`config.mk`:
```
export PLATFORM = sky130hd
export DESIGN_NAME = irq_entry_seq
export DESIGN_NICKNAME = d
export VERILOG_FILES = /design/src/rtl/irq_entry_pkg.sv /design/src/rtl/irq_vec_resolve.sv /design/src/rtl/irq_frame_word.sv /design/src/rtl/irq_entry_core.sv /design/src/rtl/irq_entry_seq.sv
export SDC_FILE = /design/constraint.sdc
export NUM_CORES = 1
export LEC_CHECK = 0
export CAP_MARGIN = 20
export CORE_UTILIZATION = 64
export CTS_CLUSTER_SIZE = 14
export DETAILED_ROUTE_END_ITERATION = 8
export DONT_BUFFER_PORTS = 1
export GPL_TIMING_DRIVEN = 0
export HOLD_SLACK_MARGIN = 0.02
export PLACE_DENSITY_LB_ADDON = 0.25
export SLEW_MARGIN = 20
export SYNTH_ARGS = -nofsm -noshare
export SYNTH_HDL_FRONTEND = slang
export SYNTH_SLANG_ARGS = --single-unit
export TNS_END_PERCENT = 5
```
`constraint.sdc`:
```
create_clock -name clk -period 4.8 [get_ports clk]
set_input_delay 0.96 -clock clk [delete_from_list [all_inputs] [get_ports clk]]
set_output_delay 0.96 -clock clk [all_outputs]
set_load 0.02 [all_outputs]
```
`src/rtl/irq_entry_pkg.sv`:
```
`timescale 1ns/1ps
package irq_entry_pkg;
   typedef enum logic [1:0] {
      SQ_IDLE  = 2'd0,
      SQ_PUSH  = 2'd1,
      SQ_FETCH = 2'd2
   } sq_state_t;

   localparam logic [3:0] FMT_PLAIN = 4'h0;
   localparam logic [3:0] FMT_THROW = 4'h1;
   localparam logic [3:0] FMT_COPRO = 4'h9;
   localparam int unsigned OFFSET_W = 12;
   localparam int unsigned FMT_W    = 4;
endpackage

```
`src/rtl/irq_vec_resolve.sv`:
```
`timescale 1ns/1ps
module irq_vec_resolve
   import irq_entry_pkg::*;
#(
   parameter int unsigned VW         = 8,
   parameter int unsigned UNINIT_VEC = 15,
   parameter int unsigned CFG_VEC    = 56
) (
   input  logic                mmu,
   input  logic                vec_ok,
   input  logic [VW-1:0]       vec_in,
   input  logic                copro,
   output logic [OFFSET_W-1:0] offset,
   output logic [FMT_W-1:0]    fmt
);
   if (VW + 2 > OFFSET_W) begin : g_bad_vw
      $error("vector width does not fit the offset field");
   end
   if (UNINIT_VEC >= (1 << VW) || CFG_VEC >= (1 << VW)) begin : g_bad_fixed
      $error("fixed vector numbers exceed vector width");
   end

   logic [VW-1:0] vec_sel;

   always_comb begin
      if (mmu)         vec_sel = VW'(CFG_VEC);
      else if (vec_ok) vec_sel = vec_in;
      else             vec_sel = VW'(UNINIT_VEC);
      offset = OFFSET_W'(vec_sel) << 2;
      fmt    = (!mmu && copro) ? FMT_COPRO : FMT_PLAIN;
   end
endmodule

```
`src/rtl/irq_frame_word.sv`:
```
`timescale 1ns/1ps
module irq_frame_word
   import irq_entry_pkg::*;
#(
   parameter int unsigned AW       = 32,
   parameter int unsigned DW       = 16,
   parameter int unsigned SR_S_BIT = 13,
   localparam int unsigned PW      = AW / DW,
   localparam int unsigned FW      = PW + 2,
   localparam int unsigned KW      = $clog2(FW)
) (
   input  logic [FMT_W-1:0]    fmt,
   input  logic [OFFSET_W-1:0] offset,
   input  logic [AW-1:0]       pc,
   input  logic [DW-1:0]       sr,
   input  logic                throwaway,
   input  logic [KW-1:0]       idx,
   output logic [DW-1:0]       word
);
   logic [DW-1:0] words [FW];
   logic [DW-1:0] sr_copy;

   always_comb begin
      sr_copy = sr;
      if (throwaway) sr_copy[SR_S_BIT] = 1'b1;
   end

   assign words[0]    = {(throwaway ? FMT_THROW : fmt), offset};
   assign words[FW-1] = sr_copy;

   for (genvar i = 0; i < PW; i++) begin : g_pc_word
      assign words[i+1] = pc[i*DW +: DW];
   end

   assign word = words[idx];
endmodule

```
`src/rtl/irq_entry_core.sv`:
```
`timescale 1ns/1ps
module irq_entry_core
   import irq_entry_pkg::*;
#(
   parameter int unsigned AW       = 32,
   parameter int unsigned DW       = 16,
   parameter int unsigned SR_S_BIT = 13,
   parameter int unsigned SR_M_BIT = 12,
   localparam int unsigned PW      = AW / DW,
   localparam int unsigned FW      = PW + 2,
   localparam int unsigned KW      = $clog2(FW),
   localparam int unsigned BYTES   = DW / 8
) (
   input  logic                clk,
   input  logic                rst_n,
   input  logic                req_valid,
   input  logic [FMT_W-1:0]    req_fmt,
   input  logic [OFFSET_W-1:0] req_offset,
   input  logic [AW-1:0]       req_pc,
   input  logic [DW-1:0]       req_sr,
   input  logic [AW-1:0]       req_isp,
   input  logic [AW-1:0]       req_msp,
   input  logic [AW-1:0]       req_fetch,
   output logic                mem_wr,
   output logic                mem_rd,
   output logic [AW-1:0]       mem_addr,
   output logic [DW-1:0]       mem_wdata,
   input  logic [DW-1:0]       mem_rdata,
   input  logic                mem_ready,
   output logic                busy,
   output logic                done,
   output logic [AW-1:0]       new_pc,
   output logic [DW-1:0]       new_sr,
   output logic [AW-1:0]       new_isp,
   output logic [AW-1:0]       new_msp
);
   sq_state_t           state;
   logic [KW-1:0]       k;
   logic                two_frames, second;
   logic [AW-1:0]       sp_work, lat_isp, lat_msp, lat_fetch, lat_pc, pc_acc, pc_next;
   logic [DW-1:0]       lat_sr, exit_sr, frame_data;
   logic [FMT_W-1:0]    lat_fmt;
   logic [OFFSET_W-1:0] lat_off;
   logic                last_word, last_read;

   assign last_word = (k == KW'(FW - 1));
   assign last_read = (k == KW'(PW - 1));

   irq_frame_word #(.AW(AW), .DW(DW), .SR_S_BIT(SR_S_BIT)) u_word (
      .fmt(lat_fmt), .offset(lat_off), .pc(lat_pc), .sr(lat_sr),
      .throwaway(second), .idx(k), .word(frame_data)
   );

   always_comb begin
      exit_sr = lat_sr;
      exit_sr[SR_S_BIT] = 1'b1;
      exit_sr[SR_M_BIT] = 1'b0;
      pc_next = pc_acc;
      pc_next[(PW - 1 - int'(k)) * DW +: DW] = mem_rdata;
   end

   assign mem_wr    = (state == SQ_PUSH);
   assign mem_rd    = (state == SQ_FETCH);
   assign busy      = (state != SQ_IDLE);
   assign mem_wdata = mem_wr ? frame_data : '0;
   assign mem_addr  = mem_wr ? (sp_work - AW'(BYTES))
                    : mem_rd ? (lat_fetch + AW'(k) * AW'(BYTES)) : '0;

   always_ff @(posedge clk) begin
      if (!rst_n) begin
         state <= SQ_IDLE;   k <= '0;       two_frames <= 1'b0; second <= 1'b0;
         sp_work <= '0;      lat_isp <= '0; lat_msp <= '0;      lat_fetch <= '0;
         lat_pc <= '0;       lat_sr <= '0;  lat_fmt <= '0;      lat_off <= '0;
         pc_acc <= '0;       done <= 1'b0;  new_pc <= '0;       new_sr <= '0;
         new_isp <= '0;      new_msp <= '0;
      end else begin
         done <= 1'b0;
         unique case (state)
            SQ_IDLE: if (req_valid) begin
               lat_fmt    <= req_fmt;    lat_off <= req_offset;
               lat_pc     <= req_pc;     lat_sr  <= req_sr;
               lat_isp    <= req_isp;    lat_msp <= req_msp;
               lat_fetch  <= req_fetch;
               two_frames <= req_sr[SR_M_BIT];
               second     <= 1'b0;
               sp_work    <= req_sr[SR_M_BIT] ? req_msp : req_isp;
               k          <= '0;
               state      <= SQ_PUSH;
            end
            SQ_PUSH: if (mem_ready) begin
               sp_work <= sp_work - AW'(BYTES);
               if (last_word) begin
                  k <= '0;
                  if (two_frames && !second) begin
                     lat_msp <= sp_work - AW'(BYTES);
                     second  <= 1'b1;
                     sp_work <= lat_isp;
                  end else begin
                     lat_isp <= sp_work - AW'(BYTES);
                     state   <= SQ_FETCH;
                  end
               end else begin
                  k <= k + 1'b1;
               end
            end
            SQ_FETCH: if (mem_ready) begin
               pc_acc <= pc_next;
               if (last_read) begin
                  state   <= SQ_IDLE;
                  done    <= 1'b1;
                  new_pc  <= pc_next;
                  new_sr  <= exit_sr;
                  new_isp <= lat_isp;
                  new_msp <= lat_msp;
               end else begin
                  k <= k + 1'b1;
               end
            end
            default: state <= SQ_IDLE;
         endcase
      end
   end

   assert_strobe_excl_R9: assert property (@(posedge clk) disable iff (!rst_n)
      !(mem_wr && mem_rd));
   assert_write_hold_R9: assert property (@(posedge clk) disable iff (!rst_n)
      (mem_wr && !mem_ready) |=> (mem_wr && $stable(mem_addr) && $stable(mem_wdata)));
   assert_read_hold_R9: assert property (@(posedge clk) disable iff (!rst_n)
      (mem_rd && !mem_ready) |=> (mem_rd && $stable(mem_addr)));
   assert_done_single_R7: assert property (@(posedge clk) disable iff (!rst_n)
      done |=> !done);
   assert_done_idle_R7: assert property (@(posedge clk) disable iff (!rst_n)
      done |-> !busy);
   assert_exit_sr_R6: assert property (@(posedge clk) disable iff (!rst_n)
      done |-> (new_sr[SR_S_BIT] && !new_sr[SR_M_BIT]));
   assert_result_hold_R7: assert property (@(posedge clk) disable iff (!rst_n)
      (busy && $past(busy)) |-> ($stable(new_pc) && $stable(new_isp) && $stable(new_msp)));
endmodule

```
`src/rtl/irq_entry_seq.sv`:
```
`timescale 1ns/1ps
module irq_entry_seq
   import irq_entry_pkg::*;
#(
   parameter int unsigned AW         = 32,
   parameter int unsigned DW         = 16,
   parameter int unsigned VW         = 8,
   parameter int unsigned SR_S_BIT   = 13,
   parameter int unsigned SR_M_BIT   = 12,
   parameter int unsigned UNINIT_VEC = 15,
   parameter int unsigned CFG_VEC    = 56
) (
   input  logic          clk,
   input  logic          rst_n,
   input  logic          req_valid,
   input  logic          req_mmu,
   input  logic          req_vec_ok,
   input  logic [VW-1:0] req_vector,
   input  logic          req_copro,
   input  logic [AW-1:0] req_pc,
   input  logic [DW-1:0] req_sr,
   input  logic [AW-1:0] cur_isp,
   input  logic [AW-1:0] cur_msp,
   input  logic [AW-1:0] vbr,
   output logic          mem_wr,
   output logic          mem_rd,
   output logic [AW-1:0] mem_addr,
   output logic [DW-1:0] mem_wdata,
   input  logic [DW-1:0] mem_rdata,
   input  logic          mem_ready,
   output logic          busy,
   output logic          done,
   output logic [AW-1:0] new_pc,
   output logic [DW-1:0] new_sr,
   output logic [AW-1:0] new_isp,
   output logic [AW-1:0] new_msp
);
   if (DW != FMT_W + OFFSET_W) begin : g_bad_dw
      $error("frame word width must equal format plus offset width");
   end
   if (AW % DW != 0 || AW < 2 * DW) begin : g_bad_aw
      $error("address width must be a multiple of at least two words");
   end
   if (SR_S_BIT >= DW || SR_M_BIT >= DW || SR_S_BIT == SR_M_BIT) begin : g_bad_sr
      $error("status bit positions invalid");
   end

   logic [OFFSET_W-1:0] offset;
   logic [FMT_W-1:0]    fmt;

   irq_vec_resolve #(.VW(VW), .UNINIT_VEC(UNINIT_VEC), .CFG_VEC(CFG_VEC)) u_vec (
      .mmu(req_mmu), .vec_ok(req_vec_ok), .vec_in(req_vector), .copro(req_copro),
      .offset(offset), .fmt(fmt)
   );

   irq_entry_core #(.AW(AW), .DW(DW), .SR_S_BIT(SR_S_BIT), .SR_M_BIT(SR_M_BIT)) u_core (
      .clk(clk), .rst_n(rst_n), .req_valid(req_valid),
      .req_fmt(fmt), .req_offset(offset), .req_pc(req_pc), .req_sr(req_sr),
      .req_isp(cur_isp), .req_msp(cur_msp), .req_fetch(vbr + AW'(offset)),
      .mem_wr(mem_wr), .mem_rd(mem_rd), .mem_addr(mem_addr), .mem_wdata(mem_wdata),
      .mem_rdata(mem_rdata), .mem_ready(mem_ready),
      .busy(busy), .done(done), .new_pc(new_pc), .new_sr(new_sr),
      .new_isp(new_isp), .new_msp(new_msp)
   );
endmodule

```
==> results.json <==
{
  "clockRootBuffer": "clkbuf_16",
  "rows": 57,
  "p_total_uw": 11900,
  "whs_ps": 455,
  "clkLatencyLatePin_ps": 530,
  "drc_errors": 0,
  "cts_tree": "yes",
  "grt_max_degree": 15,
  "min_period_over_period_pct": 99.1,
  "antenna_cells": 0,
  "coreArea_mm2": 0.0245,
  "layout_setup_ws_ps": 42.7,
  "ys_warn_count": 0,
  "clk_pin_slew_ps": 70,
  "worst_ep_arrival_time_ps": 3800,
  "worstSetupPathType": "register to primary output",
  "setup_viol": 0,
  "numCtsBuffers": 35,
  "routed-wl-met3_um": 8480,
  "synth_seq_cells": 334,
  "end_kind": "primary output",
  "worstMarginPinSlew_ps": 1010,
  "synth-main-ff-cell": "dfxtp_1",
  "grt_pass1_vias": 15200,
  "overflow": 0,
  "io_pins": 339,
  "ys_seq_area_share_pct": 41.4,
  "crit_start": "u_core.state[1]",
  "r2r_cells": 11,
  "first_pass_iters": 5,
  "outcome": "finished clean",
  "cts_buffer_depth": 3,
  "post_drt_via_cell_ratio": 6.68,
  "post-route-min-period_ps": 4760,
  "wirelength_um": 60200,
  "max-cap-violations": 0,
  "required_ps": 3840,
  "drv_slew": 0,
  "cp-start-kind": "register",
  "nNetsFinal": 2266,
  "path_max_fanout": 10,
  "hold-path-cell-count": 2,
  "track_usage_pct": 45.2,
  "hold_path_class": "register to register",
  "power.density_mw_per_mm2": 671,
  "dr_wl_met2_um": 26100,
  "timing.rr.end": "u_core.new_isp[16]",
  "drive_above_1_share_pct": 5.02,
  "dp_hpwl_um": 45300,
  "yosysMostFrequentCell": "nand2_1",
  "cpMostUsedCell": "clkbuf_1",
  "syn_to_final_growth_pct": 9.64,
  "fp.dieW_um": 161,
  "ir_drop_uv": 374,
  "cts_sinks": 334,
  "ys_types": 70,
  "port_buffers": 0,
  "reg2reg_setup_slack_ps": 1340,
  "post_dp_cell_area_mm2": 0.0165,
  "drtIter0Drc": 1795,
  "p_leak_uw": 0.00603,
  "syn-num-nets": 2229,
  "start_util_pct": 65.8,
  "die_h_um": 161,
  "wl_per_cell_um": 24.9,
  "synth_area_leaders": "dfxtp_1, a21oi_1, nand2_1",
  "synth_top_cell_area_share_pct": 41.4,
  "fin_worst_skew_ps": 19.6,
  "fmax_mhz": 210,
  "wl_met1_um": 21900,
  "critPathCapture": "mem_addr[27]",
  "routed.top_layer": "met5",
  "antenna_found_initial": 1,
  "syn_area_mm2": 0.0161,
  "synth_edf_count": 0,
  "grt_pass1_wl_um": 89200,
  "cts.hold.buffers_added": 0,
  "gp_congestion": 1.02,
  "cpMaxStageDelayCell": "clkbuf_1",
  "h-tree-depth": 2,
  "via_count": 16200,
  "rsz0062_at_grt": "yes",
  "r2r-start": "u_core.state[0]",
  "async_reset_ff_share_pct": 0,
  "synth_commonest_cells": "nand2_1, dfxtp_1, a21oi_1, nor2_1, clkbuf_1",
  "pre_cts_ws_ps": -247,
  "antenna_left": 0,
  "die-area_mm2": 0.0259,
  "hold_violations": 0,
  "synthCells": 2033,
  "finalInstanceArea_mm2": 0.0177,
  "relSlewSlack_pct": 30.9,
  "fin_setup_tns_ps": 0,
  "slowest_delay_ps": 620,
  "avgSynthCellArea_um2": 7.94,
  "hold_start": "u_core.lat_pc[18]",
  "path_cells": "inv_1 -> ha_1 -> clkbuf_1 -> inv_1 -> clkbuf_1 -> clkbuf_1 -> buf_1 -> o22ai_1",
  "synth_area_leader_cell": "dfxtp_1"
}
==> logic make-up after synthesis <==
group           after synthesis  synth area share, %
fa+ha+maj                    21                 1.72
compound gates              617                 23.0
simple gates                743                 21.1
xor+xnor                     82                 4.45
buf+inv                     185                 4.45
mux                          50                 3.79
flops                       334                 41.4
other cells                   1               0.0232
==> cell usage in the layout (no fill, tap or decap), types with 5 or more instances in the layout <==
cell type  instances
nor2_1           157
clkbuf_1         151
clkbuf_16         35
and2_1            14
a31oi_1           13
o21ai_0           86
clkbuf_8           7
nor3_1            17
nand4_1           15
nand3_1           53
buf_1             14
or3_1              9
nor3b_1            5
o221ai_1          27
and3_1            18
mux4_2             8
dfxtp_1          334
xor2_1            44
a21boi_0           5
ha_1              19
a21o_1             8
o22ai_1           29
nor2b_1           44
mux2_2             9
a21oi_1          296
o211ai_1          12
mux2i_1           33
nand2b_1          11
inv_1             19
a211oi_1          95
xnor2_1           38
a31o_2             6
nand4b_1           5
nand2_1          362
==> sequential cells by signal, summed over array words and instances, names as in the netlist, 8 cells and up <==
signal and flops:
u_core.lat_fetch 32, u_core.lat_isp 32, u_core.lat_msp 32, u_core.lat_off 8, u_core.lat_pc 32, u_core.lat_sr 16, u_core.new_isp 32, u_core.new_msp 32
u_core.new_pc 32, u_core.new_sr 15, u_core.pc_acc 32, u_core.sp_work 32
==> metal layers <==
layer / GRT usage [%] / up-vias
li1: - / 7261
met1: 53.8 / 7614
met2: 69.7 / 1080
met3: 16.9 / 196
met4: 26.6 / 2
met5: 0 / -
==> metrics by stage <==
stage,std cells,utilization [%]
2_1_floorplan,2033,-
3_3_place_gp,2357,67.4
3_5_place_dp,2357,67.4
4_1_cts,2417,72.1
5_1_grt,2417,72.1
6_report,2417,72.1
==> power breakdown <==
part | total, µW | internal (µW) | switching, µW
registers | 4020 | 3400 | 626
clock network | 2710 | 1570 | 1150
logic | 5140 | 1440 | 3700
==> area by class of cell <==
type	count	area (µm²)
timing repair buffer	1	7.51
clock inverter	9	108
multi-input combinational	1514	8770
buffer	164	641
tap	324	405
inverter	20	75.1
clock buffer	51	1010
sequential	334	6690
fill	2022	6840
==> worst max-delay path, delay by kind of cell (launching register included) <==
family,cells,cell delay (ps)
flip-flops,1,390
adder cells (fa/ha/maj),1,310
AO/OA/AOI/OAI,1,410
buffers and inverters,6,2160
==> timing repair <==
item | 4_1_cts | 5_1_grt
resized for setup | 5 | 1
pin swaps | 0 | 1
endpoints found under the setup margin | 10 | 11
gates cloned | 0 | 0
setup buffers | 0 | 1
==> worst min-delay path by stage <==
stage,end,slack [ps]
5_1_grt,u_core.lat_pc[18],470
4_1_cts,u_core.lat_pc[18],450
3_5_place_dp,u_core.lat_pc[18],440
3_3_place_gp,u_core.lat_pc[28],440
2_1_floorplan,u_core.lat_pc[28],430
6_report,u_core.lat_pc[18],450
(Power assumes the default switching activity.)
